<file path="config.mk">
export PLATFORM = sky130hd
export DESIGN_NAME = isc_status_irq
export DESIGN_NICKNAME = d
export VERILOG_FILES = /design/src/rtl/isc_pkg.sv /design/src/rtl/isc_flag_bank.sv /design/src/rtl/isc_ctl_fsm.sv /design/src/rtl/isc_status_irq.sv
export SDC_FILE = /design/constraint.sdc
export NUM_CORES = 1
export LEC_CHECK = 0
export BUFFER_PORTS_ARGS = -buffer_cell sky130_fd_sc_hd__clkbuf_2
export CAP_MARGIN = 20
export CORE_ASPECT_RATIO = 2
export CORE_MARGIN = 2
export CORE_UTILIZATION = 30
export CTS_CLUSTER_DIAMETER = 100
export DETAILED_ROUTE_END_ITERATION = 8
export PLACE_DENSITY = 0.65
export SLEW_MARGIN = 0
export SYNTH_ARGS = -nofsm -noshare
export SYNTH_HDL_FRONTEND = slang
export SYNTH_SLANG_ARGS = --single-unit
</file>
<file path="constraint.sdc">
create_clock -name clk -period 2.2 [get_ports clk]
set_clock_uncertainty 0.1 [all_clocks]
set_input_delay 0.44 -clock clk [delete_from_list [all_inputs] [get_ports clk]]
set_output_delay 0.44 -clock clk [all_outputs]
set_load 0.03 [all_outputs]
</file>
<file path="src/rtl/isc_pkg.sv">
package isc_pkg;
    localparam int ADDR_STATUS  = 0;
    localparam int ADDR_CONTROL = 1;

    localparam int ST_READY_BIT = 0;
    localparam int ST_ERR_BIT   = 1;
    localparam int ST_REGION_LO = 2;

    localparam int CT_MASK_FUNC = 0;
    localparam int CT_MASK_ERR  = 1;
    localparam int CT_FREEZE    = 2;

    typedef enum logic {
        CTL_OPEN   = 1'b0,
        CTL_FROZEN = 1'b1
    } ctl_state_t;
endpackage

</file>
<file path="src/rtl/isc_flag_bank.sv">
module isc_flag_bank #(
    parameter int WIDTH = 17
) (
    input  logic             clk,
    input  logic             rst_n,
    input  logic [WIDTH-1:0] set_vec,
    input  logic [WIDTH-1:0] clr_vec,
    output logic [WIDTH-1:0] flag_q
);
    for (genvar i = 0; i < WIDTH; i++) begin : g_flag
        always_ff @(posedge clk or negedge rst_n) begin
            if (!rst_n)
                flag_q[i] <= 1'b0;
            else if (set_vec[i])
                flag_q[i] <= 1'b1;
            else if (clr_vec[i])
                flag_q[i] <= 1'b0;
        end

        // set wins over clear
        a_r6_set_wins: assert property (@(posedge clk) disable iff (!rst_n)
            set_vec[i] |=> flag_q[i]);
        // clear without set drops the flag
        a_r5_clear: assert property (@(posedge clk) disable iff (!rst_n)
            (clr_vec[i] && !set_vec[i]) |=> !flag_q[i]);
        // sticky until cleared
        a_r3_sticky: assert property (@(posedge clk) disable iff (!rst_n)
            (flag_q[i] && !clr_vec[i]) |=> flag_q[i]);
    end
endmodule

</file>
<file path="src/rtl/isc_ctl_fsm.sv">
module isc_ctl_fsm
    import isc_pkg::*;
(
    input  logic clk,
    input  logic rst_n,
    input  logic ctl_wr,
    input  logic wr_mask_func,
    input  logic wr_mask_err,
    input  logic wr_freeze,
    output logic mask_func,
    output logic mask_err,
    output logic frozen
);
    ctl_state_t state_q, state_d;
    logic [1:0] mask_q;

    always_comb begin
        state_d = state_q;
        unique case (state_q)
            CTL_OPEN:   if (ctl_wr && wr_freeze) state_d = CTL_FROZEN;
            CTL_FROZEN: state_d = CTL_FROZEN;
            default:    state_d = CTL_OPEN;
        endcase
    end

    always_ff @(posedge clk or negedge rst_n) begin
        if (!rst_n) state_q <= CTL_OPEN;
        else        state_q <= state_d;
    end

    always_ff @(posedge clk or negedge rst_n) begin
        if (!rst_n)
            mask_q <= 2'b11;
        else if (ctl_wr && state_q == CTL_OPEN)
            mask_q <= {wr_mask_err, wr_mask_func};
    end

    always_comb begin
        mask_func = mask_q[0];
        mask_err  = mask_q[1];
        frozen    = (state_q == CTL_FROZEN);
    end

    // frozen masks never move
    a_r8_masks_locked: assert property (@(posedge clk) disable iff (!rst_n)
        (state_q == CTL_FROZEN) |=> $stable(mask_q));
    // freeze is sticky
    a_r8_freeze_sticky: assert property (@(posedge clk) disable iff (!rst_n)
        (state_q == CTL_FROZEN) |=> (state_q == CTL_FROZEN));
endmodule

</file>
<file path="src/rtl/isc_status_irq.sv">
module isc_status_irq
    import isc_pkg::*;
#(
    parameter int NUM_REGIONS = 16,
    parameter int DATA_W      = 32,
    parameter int ADDR_W      = 2
) (
    input  logic                   clk,
    input  logic                   rst_n,
    input  logic                   frame_done,
    input  logic [NUM_REGIONS-1:0] region_miss,
    input  logic                   wr_en,
    input  logic [ADDR_W-1:0]      wr_addr,
    input  logic [DATA_W-1:0]      wr_data,
    input  logic [ADDR_W-1:0]      rd_addr,
    output logic [DATA_W-1:0]      rd_data,
    output logic                   irq_func,
    output logic                   irq_err
);
    localparam int FLAGS = NUM_REGIONS + 1;

    logic [FLAGS-1:0]       set_vec, clr_vec, flag_q;
    logic [NUM_REGIONS-1:0] region_q;
    logic                   ready_q, err_s;
    logic                   st_wr, ctl_wr;
    logic                   mask_func, mask_err, frozen;
    logic                   unused_wr_bits;

    assign unused_wr_bits = ^wr_data;

    assign st_wr  = wr_en && (wr_addr == ADDR_W'(ADDR_STATUS));
    assign ctl_wr = wr_en && (wr_addr == ADDR_W'(ADDR_CONTROL));

    assign set_vec = {region_miss, frame_done};
    assign clr_vec = st_wr ? {wr_data[ST_REGION_LO +: NUM_REGIONS], wr_data[ST_READY_BIT]}
                           : '0;

    isc_flag_bank #(.WIDTH(FLAGS)) u_flags (
        .clk     (clk),
        .rst_n   (rst_n),
        .set_vec (set_vec),
        .clr_vec (clr_vec),
        .flag_q  (flag_q)
    );

    isc_ctl_fsm u_ctl (
        .clk          (clk),
        .rst_n        (rst_n),
        .ctl_wr       (ctl_wr),
        .wr_mask_func (wr_data[CT_MASK_FUNC]),
        .wr_mask_err  (wr_data[CT_MASK_ERR]),
        .wr_freeze    (wr_data[CT_FREEZE]),
        .mask_func    (mask_func),
        .mask_err     (mask_err),
        .frozen       (frozen)
    );

    assign ready_q  = flag_q[0];
    assign region_q = flag_q[FLAGS-1:1];
    assign err_s    = |region_q;

    assign irq_func = ready_q & ~mask_func;
    assign irq_err  = err_s & ~mask_err;

    always_comb begin
        rd_data = '0;
        if (rd_addr == ADDR_W'(ADDR_STATUS)) begin
            rd_data[ST_READY_BIT]                 = ready_q;
            rd_data[ST_ERR_BIT]                   = err_s;
            rd_data[ST_REGION_LO +: NUM_REGIONS]  = region_q;
        end else if (rd_addr == ADDR_W'(ADDR_CONTROL)) begin
            rd_data[CT_MASK_FUNC] = mask_func;
            rd_data[CT_MASK_ERR]  = mask_err;
            rd_data[CT_FREEZE]    = frozen;
        end
    end

    // masked interrupts stay low
    a_r7_func_masked: assert property (@(posedge clk) disable iff (!rst_n)
        mask_func |-> !irq_func);
    a_r7_err_masked: assert property (@(posedge clk) disable iff (!rst_n)
        mask_err |-> !irq_err);
    // no error interrupt without a region flag
    a_r4_err_needs_region: assert property (@(posedge clk) disable iff (!rst_n)
        (flag_q[FLAGS-1:1] == '0) |-> !irq_err);
    // a frame event raises readiness next cycle
    a_r2_ready_rises: assert property (@(posedge clk) disable iff (!rst_n)
        frame_done |=> ready_q);
endmodule

</file>
==> reports/results.tsv, run 1 <==
stage	metric	value	unit
outcome	status	finished, final reports clean	
power	peak supply drop	413	uV
timing	final setup violation count	0	
clocking	CTS tree	built	
logic_synthesis	share of the yosys chip area belonging to registers	47.0	%
clocking	Worst-Skew Late Latency	0.26	ns
clocking	Inserted Clock Buffers	3	
grt	first-pass GRT wire length	3840	microns
critical_path	slowest cell on the critical path	dfrtp_1	
finish	share of layout cells above drive strength 1	43.5	%
grt	number of global-route vias before repair	873	
power	Reg power frac	44.2	%
logic_synthesis	largest area contributor in the netlist	dfrtp_1	
clocking	Bufs on Longest Clock Path	2	
routing	drt via density	4.25	
critical_path	CP required	1.66	ns
placement	Post-Place Setup Slack	0.331	ns
power	Net Sw Frac	31.7	%
critical_path	Worst Setup Path Type	reg2out	
floorplan	Die Ht	88.5	microns
timing	final slew viol count	0	
finish	storage element area	503	sq um
power	Leak	0.676	nW
grt	All-Layer GR Usage	12.9	%
finish	number of diodes	0	
timing	min setup slack post-route	0.134	ns
critical_path	slowest stage delay, CP	0.40	ns
floorplan	core area	3420	sq um
power	power share of the combinational group	26.5	%
timing	f_max	484	MHz
critical_path	crit path buf inv count	1	
critical_path	crit path max fanout	3	
power	Int Power	0.000651	W
finish	Multi-input gate area	493	sq um
routing	DR iter-0 viols	10	
timing	worst-margin pin slew	0.507	ns
finish	Final nets	227	
floorplan	Initial Utilization	31.4	%
grt	largest net degree at the start of global routing	21	
timing	setup_tns	0	ns
logic_synthesis	share of the synthesized area in the top cell type	42.1	%
timing	Fin. Hold Viols	0	
floorplan	die area	4090	sq um
routing	final wirelength	2410	microns
floorplan	# rows	30	
placement	hpwl dp	1990	microns
clocking	CTS clk-pin slew, worst paths	0.07	ns
timing	RSZ-0062 raised after global routing	false	
finish	Layout area overhead	34.0	%
grt	initial antenna violation count	0	
placement	PortBufs	61	
routing	drt wl/cell	11.1	microns
clocking	H-tree depth	1	
routing	DRT antenna net count	0	
worst_hold_path	hold crit path type	in2async	
logic_synthesis	Distinct cells, synth	21	
finish	fillers	350	
logic_synthesis	syn_area_per_cell	10.1	sq um
power	Clk pwr share	29.3	%
timing	fin crit share	93.9	%
logic_synthesis	Yosys warning count	0	
power	pwr dens	664	nW/um^2
power	Net Sw Power	0.000302	W
timing	min cycle time layout	2.07	ns
logic_synthesis	Syn Std Cell Area	1070	sq um
critical_path	CP endpoint kind	primary output	
clocking	post-CTS setup buffer count	0	
placement	GPL Wtd Cong	0.665	
grt	gr ovfl total	0	
timing	Max-slew headroom	66.2	%
job	Max-Cap Viols	0	
logic_synthesis	synth top area cells	dfrtp_1 (42%), a21o_1 (12%), buf_4 (9.8%)	
logic_synthesis	Synth Register Bits	20	
clocking	post-CTS sizing	0	
routing	DRT Pass-1 Iters	4	
clocking	hold buffers post-CTS	0	
clocking	Sink Count	20	
critical_path	worst path cell trace	nor4_1, and4_1, o31ai_1, clkbuf_2	
clocking	Root Buffer	clkbuf_8	
critical_path	Worst Setup Start Kind	register	
floorplan	die width	46.3	microns
logic_synthesis	Post-Syn Instances	106	
routing	DR vias	927	
critical_path	Top delay family on crit path	simple AND/OR/NAND/NOR gates	
critical_path	Arr. time, crit path	1.53	ns
floorplan	# IOs	90	
routing	# DRC	0	
[power groups by stage]
stage	clock network (W)	registers (W)	logic (W)
finish	0.000279	0.000422	0.000252
global route	0.000310	0.000426	0.000275
CTS	0.000293	0.000422	0.000256
detailed placement	0	0.000429	0.000255
global placement	0	0.000428	0.000254
floorplan	0	0.000423	0.000187
[kinds of logic after synthesis]
kind of cell / after synthesis / share of synthesized area, %
simple gates: 45 / 23.5
buf+inv: 17 / 11.6
mux: 4 / 3.97
compound gates: 19 / 13.7
flops: 20 / 47.0
other cells: 1 / 0.350
[per-stage QoR]
stage	utilization [%]	area (sq um)	power, W	instances	hold slack (ns)
2_1_floorplan	-	1120	0.000610	119	0.0444
3_3_place_gp	40.4	1380	0.000683	214	0.335
3_5_place_dp	40.4	1380	0.000684	214	0.335
4_1_cts	42.0	1440	0.000971	218	0.0510
5_1_grt	42.0	1440	0.00101	218	0.0690
6_report	42.0	1440	0.000954	218	0.0357
[registers in the layout (all words and copies together), names as in the netlist]
register and flops:
u_flags.flag_q 17, u_ctl.mask_q 2, u_ctl.frozen 1
[placed cells by master (no fill, tap or decap)]
cell type / n
buf_4: 2
nor4_1: 4
nand3b_1: 1
dfstp_2: 2
clkbuf_8: 4
nor2_1: 4
dfrtp_1: 18
and2_1: 15
nor2b_1: 1
and4_1: 1
nand2_1: 17
a41o_2: 1
clkbuf_2: 61
inv_1: 1
and4bb_2: 1
a21o_1: 17
o31ai_1: 1
mux2i_1: 2
mux2_2: 2
nor3b_4: 1
conb_1: 14
[path summary, 6_finish.rpt]
| kind | startpoint | end | depth (start not counted) | slack [ns] |
|---|---|---|---|---|
| worst max-delay path | u_flags.flag_q[10] | rd_data[1] | 4 | 0.13 |
| worst min-delay path | rst_n | u_flags.flag_q[13] | 1 | 0.04 |
| worst max register to register | u_ctl.frozen | u_ctl.mask_q[1] | 2 | 0.95 |
| worst min register to register | u_flags.flag_q[12] | u_flags.flag_q[12] | 1 | 0.40 |
| max in group asynchronous | rst_n | u_ctl.mask_q[1] | 1 | 1.61 |
| min in group clk | region_miss[0] | u_flags.flag_q[1] | 2 | 0.25 |
[synthesized netlist by cell type]
| library cell | count |
|---|---|
| a21o_1 | 17 |
| a41o_2 | 1 |
| and2_1 | 15 |
| and4_1 | 1 |
| and4bb_2 | 1 |
| buf_4 | 14 |
| buf_6 | 1 |
| clkbuf_1 | 1 |
| conb_1 | 1 |
| dfrtp_1 | 18 |
| dfstp_2 | 2 |
| inv_1 | 1 |
| mux2_2 | 2 |
| mux2i_1 | 2 |
| nand2_1 | 17 |
| nand3b_1 | 1 |
| nor2_1 | 4 |
| nor2b_1 | 1 |
| nor3b_4 | 1 |
| nor4_1 | 4 |
| o31ai_1 | 1 |
[per-layer routing]
metal	up-vias	wire (microns)	GRT usage, %
li1	456	-	-
met1	410	968	15.3
met2	56	1230	22.2
met3	5	177	2.45
met4	0	41	4.68
met5	-	0	0
[area by class of cell]
cell class	instances	area share [%]
Sequential cell	20	35.0
Multi-Input combinational cell	82	34.4
Timing Repair Buffer	63	22.3
Tap cell	48	4.18
Clock buffer	4	3.84
Inverter	1	0.262
Power figures use the tool's default switching activity.
==> run 2, diff against run 1 <==
--- a/config.mk
+++ b/config.mk
@@ -13,6 +13,7 @@
 export CTS_CLUSTER_DIAMETER = 100
 export DETAILED_ROUTE_END_ITERATION = 8
 export PLACE_DENSITY = 0.65
+export RECOVER_POWER = 25
 export SLEW_MARGIN = 0
 export SYNTH_ARGS = -nofsm -noshare
 export SYNTH_HDL_FRONTEND = slang
==> run 2 against run 1 <==
Compared with the run above:
- combinational power is essentially flat
- critical endpoint unchanged
- register-to-register slack hardly changed
- critical path depth stayed put
- clock power barely moved
- sequential share of layout area about the same
- power hardly changed
- first-iteration DRC count unchanged
- critical path type unchanged
- non-clock buffer count unchanged
- utilization barely moved
==> reports/results.tsv, run 2 (same netlist as run 1, synthesis figures left out) <==
stage	metric	value	unit
worst_hold_path	Hold Startpoint	region_miss[0]	
grt	number of global-route vias before repair	873	
power	Leak	0.673	nW
clocking	Bufs on Longest Clock Path	2	
timing	Fin. Hold Viols	0	
routing	DRT Pass-1 Iters	4	
power	power share of the combinational group	26.5	%
power	pwr dens	665	nW/um^2
clocking	CTS tree	built	
critical_path	Worst Setup Start Kind	register	
grt	gr ovfl total	0	
power	peak supply drop	412	uV
floorplan	core area	3420	sq um
routing	final wirelength	2420	microns
placement	GPL Wtd Cong	0.665	
critical_path	reg-to-reg critical path endpoint	u_ctl.mask_q[1]	
routing	drt wl/cell	11.1	microns
finish	largest register by flop count	u_flags.flag_q	
outcome	status	finished, final reports clean	
placement	Post-Place Setup Slack	0.331	ns
finish	Layout area overhead	33.9	%
critical_path	CP endpoint kind	primary output	
timing	final setup violation count	0	
finish	Final nets	227	
finish	final std cells w/o fill	218	
routing	DR iter-0 viols	10	
floorplan	die area	4090	sq um
clocking	Inserted Clock Buffers	3	
finish	commonest cells after routing, fill and taps aside	clkbuf_2 (60), dfrtp_1 (18), nand2_1 (17), a21o_1 (17), and2_1 (15)	
critical_path	FF-to-FF path depth	2	
critical_path	slowest cell on the critical path	dfrtp_1	
grt	largest net degree at the start of global routing	21	
critical_path	crit path max fanout	3	
floorplan	die width	46.3	microns
critical_path	slowest stage delay, CP	0.40	ns
worst_hold_path	Min-Delay Path Depth	2	
timing	worst-margin pin slew	1.09	ns
clocking	H-tree depth	1	
floorplan	# rows	30	
power	Net Sw Frac	31.7	%
finish	Core Util, Final	42.0	%
timing	min setup slack post-route	0.134	ns
timing	fin crit share	93.9	%
placement	PortBufs	61	
worst_hold_path	Worst Hold End	u_flags.flag_q[1]	
floorplan	Die Ht	88.5	microns
routing	drt via density	4.25	
clocking	Root Buffer	clkbuf_8	
finish	max reg flops	17	
grt	All-Layer GR Usage	12.9	%
power	Clk pwr share	29.3	%
finish	number of diodes	0	
clocking	post-CTS sizing	0	
clocking	post-CTS setup buffer count	0	
floorplan	# IOs	90	
clocking	Sink Count	20	
routing	# DRC	0	
timing	f_max	484	MHz
power	Net Sw Power	0.000302	W
critical_path	CP required	1.66	ns
finish	share of layout cells above drive strength 1	42.9	%
timing	setup_tns	0	ns
critical_path	worst path cell trace	nor4_1, and4_1, o31ai_1, clkbuf_2	
critical_path	Worst Setup Path Type	reg2out	
power	overall power	0.000953	W
finish	most common cell after layout, fill and taps aside	clkbuf_2	
finish	fillers	351	
worst_hold_path	hold crit path type	in2reg	
timing	Max-slew headroom	27.3	%
power	Int Power	0.000651	W
critical_path	Top delay family on crit path	simple AND/OR/NAND/NOR gates	
timing	RSZ-0062 raised after global routing	false	
critical_path	reg2reg start	u_ctl.frozen	
timing	final slew viol count	0	
placement	hpwl dp	1990	microns
clocking	hold buffers post-CTS	0	
clocking	CTS clk-pin slew, worst paths	0.07	ns
grt	first-pass GRT wire length	3840	microns
job	Max-Cap Viols	0	
placement	placed insts	214	
routing	DR vias	927	
critical_path	r2r setup slk	0.95	ns
floorplan	Initial Utilization	31.4	%
routing	DRT antenna net count	0	
critical_path	Arr. time, crit path	1.53	ns
power	Reg power frac	44.2	%
clocking	Worst-Skew Late Latency	0.26	ns
grt	initial antenna violation count	0	
critical_path	crit path buf inv count	1	
timing	min cycle time layout	2.07	ns
## run 2: cell counts in the layout (fill, tap and decap cells not counted)
No cell type changed its count.
## run 2: worst reg2reg max path: stages (launching register included)
cell,delay [ns]
dfrtp_1,0.40
and4bb_2,0.35
mux2_2,0.34
## run 2: stage by stage
| step | area (sq um) | hold slack, ns |
|---|---|---|
| after floorplan | 1120 | 0.0444 |
| after global placement | 1380 | 0.335 |
| after detailed placement | 1380 | 0.335 |
| after CTS | 1440 | 0.0510 |
| after global routing | 1430 | 0.247 |
| final | 1430 | 0.251 |
## run 2: how the worst max path moves through the flow
stage	depth (start not counted)	startpoint	endpoint
after floorplan	3	u_flags.flag_q[5]	rd_data[1]
final	4	u_flags.flag_q[10]	rd_data[1]
after detailed placement	4	u_flags.flag_q[10]	rd_data[1]
after global routing	4	u_flags.flag_q[10]	rd_data[1]
after CTS	4	u_flags.flag_q[10]	rd_data[1]
after global placement	4	u_flags.flag_q[10]	rd_data[1]
## run 2: layout make-up
| cell class | count | area (sq um) | share of cell area, % |
|---|---|---|---|
| clock buffers | 4 | 55.1 | 3.84 |
| multi-input cells | 82 | 493 | 34.4 |
| repair buffers | 63 | 319 | 22.3 |
| flip-flops and latches | 20 | 503 | 35.1 |
| well taps | 48 | 60.1 | 4.19 |
| inverters | 1 | 3.75 | 0.262 |
## run 2: routing by layer
metal | part of all wire (%) | routed length, microns | track usage, %
met1 | 40 | 979 | 15.3
met2 | 51 | 1230 | 22.2
met3 | 7.1 | 172 | 2.45
met4 | 1.7 | 41 | 4.68
met5 | 0 | 0 | 0
## run 2: power by group through the flow
stage | Sequential (W) | Combinational, W | Clock [W]
finish | 0.000422 | 0.000252 | 0.000279
floorplan | 0.000423 | 0.000187 | 0
global route | 0.000426 | 0.000275 | 0.000310
global placement | 0.000428 | 0.000254 | 0
CTS | 0.000422 | 0.000256 | 0.000293
detailed placement | 0.000429 | 0.000255 | 0
==> run 3, diff against run 2 <==
--- a/config.mk
+++ b/config.mk
@@ -7,13 +7,16 @@
 export LEC_CHECK = 0
 export BUFFER_PORTS_ARGS = -buffer_cell sky130_fd_sc_hd__clkbuf_2
 export CAP_MARGIN = 20
+export CELL_PAD_IN_SITES_DETAIL_PLACEMENT = 0
+export CELL_PAD_IN_SITES_GLOBAL_PLACEMENT = 1
 export CORE_ASPECT_RATIO = 2
 export CORE_MARGIN = 2
-export CORE_UTILIZATION = 30
+export CORE_UTILIZATION = 28
 export CTS_CLUSTER_DIAMETER = 100
 export DETAILED_ROUTE_END_ITERATION = 8
-export PLACE_DENSITY = 0.65
+export PLACE_DENSITY_LB_ADDON = 0.1
 export RECOVER_POWER = 25
+export SETUP_SLACK_MARGIN = 0.3
 export SLEW_MARGIN = 0
 export SYNTH_ARGS = -nofsm -noshare
 export SYNTH_HDL_FRONTEND = slang
==> run 3 against run 2 <==
Compared with the run above:
- count of clock-buffer cells in the layout stayed put
- sequential power is essentially flat
- worst hold slack improved by 0.0017 ns
- sequential share of layout area shrank 1.3 points
- worst setup slack better by 0.073 ns
- highest routed layer unchanged
- via count up 2.2%
- maximum frequency increased by 3.6%
- register-to-register slack about the same
- non-clock buffer count rose by 3
- global-route usage up 0.29 points
- utilization decreased by 1.2 points
- die area is 6.7% higher
==> reports/results.tsv, run 3 (same netlist as run 1, synthesis figures left out) <==
stage	metric	value	unit
floorplan	die width	47.7	microns
finish	max reg flops	17	
finish	Final nets	230	
timing	Fin. Hold Viols	0	
routing	DR iter-0 viols	3	
routing	drt via density	4.27	
power	Net Sw Power	0.000301	W
clocking	Root Buffer	clkbuf_8	
critical_path	Arr. time, crit path	1.45	ns
timing	Fin Hold WS	0.253	ns
critical_path	Worst Setup Path Type	reg2out	
critical_path	Worst Setup Start Kind	register	
placement	hpwl dp	2150	microns
clocking	Sink Count	20	
finish	most common cell after layout, fill and taps aside	clkbuf_2	
finish	share of layout cells above drive strength 1	45.7	%
placement	GPL Wtd Cong	0.659	
clocking	Worst-Skew Late Latency	0.25	ns
grt	initial antenna violation count	0	
finish	final std cells w/o fill	222	
grt	largest net degree at the start of global routing	21	
critical_path	Crit. Startpoint	u_flags.flag_q[13]	
power	pwr dens	649	nW/um^2
routing	DRT antenna net count	0	
worst_hold_path	hold crit path type	in2async	
critical_path	CP required	1.66	ns
routing	# DRC	0	
power	Clk pwr share	28.2	%
power	peak supply drop	390	uV
critical_path	slowest stage delay, CP	0.39	ns
job	Max-Cap Viols	0	
timing	min cycle time layout	1.99	ns
timing	final setup violation count	0	
timing	setup_tns	0	ns
grt	gr ovfl total	0	
routing	drt wl/cell	12.0	microns
routing	final wirelength	2680	microns
floorplan	core area	3650	sq um
outcome	status	finished, final reports clean	
critical_path	reg2reg start	u_ctl.frozen	
finish	number of diodes	0	
timing	final slew viol count	0	
finish	commonest cells after routing, fill and taps aside	clkbuf_2 (58), dfrtp_1 (18), nand2_1 (17), a21o_1 (17), and2_1 (15)	
routing	DRT Pass-1 Iters	3	
routing	DR vias	947	
grt	number of global-route vias before repair	975	
placement	placed insts	215	
floorplan	# rows	31	
clocking	CTS tree	built	
floorplan	# IOs	90	
clocking	H-tree depth	1	
critical_path	crit path buf inv count	1	
grt	first-pass GRT wire length	4170	microns
critical_path	r2r setup slk	0.96	ns
timing	worst-margin pin slew	1.05	ns
critical_path	CP endpoint kind	primary output	
critical_path	worst path cell trace	nor4_2, and4_1, o31ai_1, buf_4	
grt	All-Layer GR Usage	13.2	%
clocking	CTS clk-pin slew, worst paths	0.07	ns
clocking	Bufs on Longest Clock Path	2	
timing	RSZ-0062 raised after global routing	true	
finish	largest register by flop count	u_flags.flag_q	
critical_path	Top delay family on crit path	simple AND/OR/NAND/NOR gates	
timing	Max-slew headroom	29.7	%
floorplan	Initial Utilization	29.4	%
power	Leak	0.690	nW
clocking	hold buffers post-CTS	0	
power	Net Sw Frac	31.2	%
floorplan	die area	4370	sq um
finish	Layout area overhead	38.9	%
timing	fin crit share	90.6	%
floorplan	Die Ht	91.5	microns
clocking	Inserted Clock Buffers	3	
power	power share of the combinational group	28.0	%
power	Int Power	0.000665	W
critical_path	crit path max fanout	2	
power	Reg power frac	43.8	%
placement	PortBufs	61	
critical_path	slowest cell on the critical path	dfrtp_1	
timing	f_max	502	MHz
-- run 3: changes by cell type in the layout (fill, tap and decap cells not counted) --
cell	change
nor4_2	+3
clkbuf_2	-2
nor4_1	-3
clkbuf_8	+1
buf_4	+4
-- run 3: worst paths after layout --
path,depth (start not counted),endpoint
max,4,rd_data[1]
min,1,u_flags.flag_q[2]
max reg2reg,2,u_ctl.mask_q[1]
min reg2reg,1,u_flags.flag_q[0]
max in group asynchronous,1,u_flags.flag_q[9]
min in group clk,2,u_flags.flag_q[2]
-- run 3: final cells by class --
cell class	count	area, sq um
clock buffer	4	55.1
inverter	1	3.75
fill	424	2160
timing repair buffer	66	353
multi-input combinational	82	512
tap	49	61.3
sequential	20	503
-- run 3: metal layers --
layer	track usage, %	part of all wire [%]	vias to the layer above	wire, microns
met5	0	0	-	0
met3	1.99	4.4	5	117
li1	-	-	461	-
met4	6.08	2.0	0	54
met1	13.9	35	444	938
met2	23.3	58	37	1560
-- run 3: power by group through the flow --
stage                     clock network, W  registers, W  logic [W]
final                             0.000272      0.000423   0.000271
after global routing              0.000304      0.000426   0.000296
after CTS                         0.000290      0.000423   0.000274
after detailed placement                 0      0.000429   0.000259
after global placement                   0      0.000427   0.000255
after floorplan                          0      0.000423   0.000187
-- run 3: timing repair --
item | CTS | global route
endpoints found under the setup margin | 2 | 2
resized for setup | 6 | 1
pin swaps | 3 | 2
buffers inserted | 2 | 1
-- run 3: metrics by stage --
| step | setup WS [ns] | instance area [sq um] | util [%] | total power (W) |
|---|---|---|---|---|
| after floorplan | 0.322 | 1120 | - | 0.000610 |
| after global placement | 0.365 | 1380 | 37.9 | 0.000683 |
| after detailed placement | 0.349 | 1380 | 37.9 | 0.000688 |
| after CTS | 0.152 | 1480 | 40.6 | 0.000986 |
| after global routing | 0.101 | 1490 | 40.8 | 0.00102 |
| final | 0.207 | 1490 | 40.8 | 0.000966 |
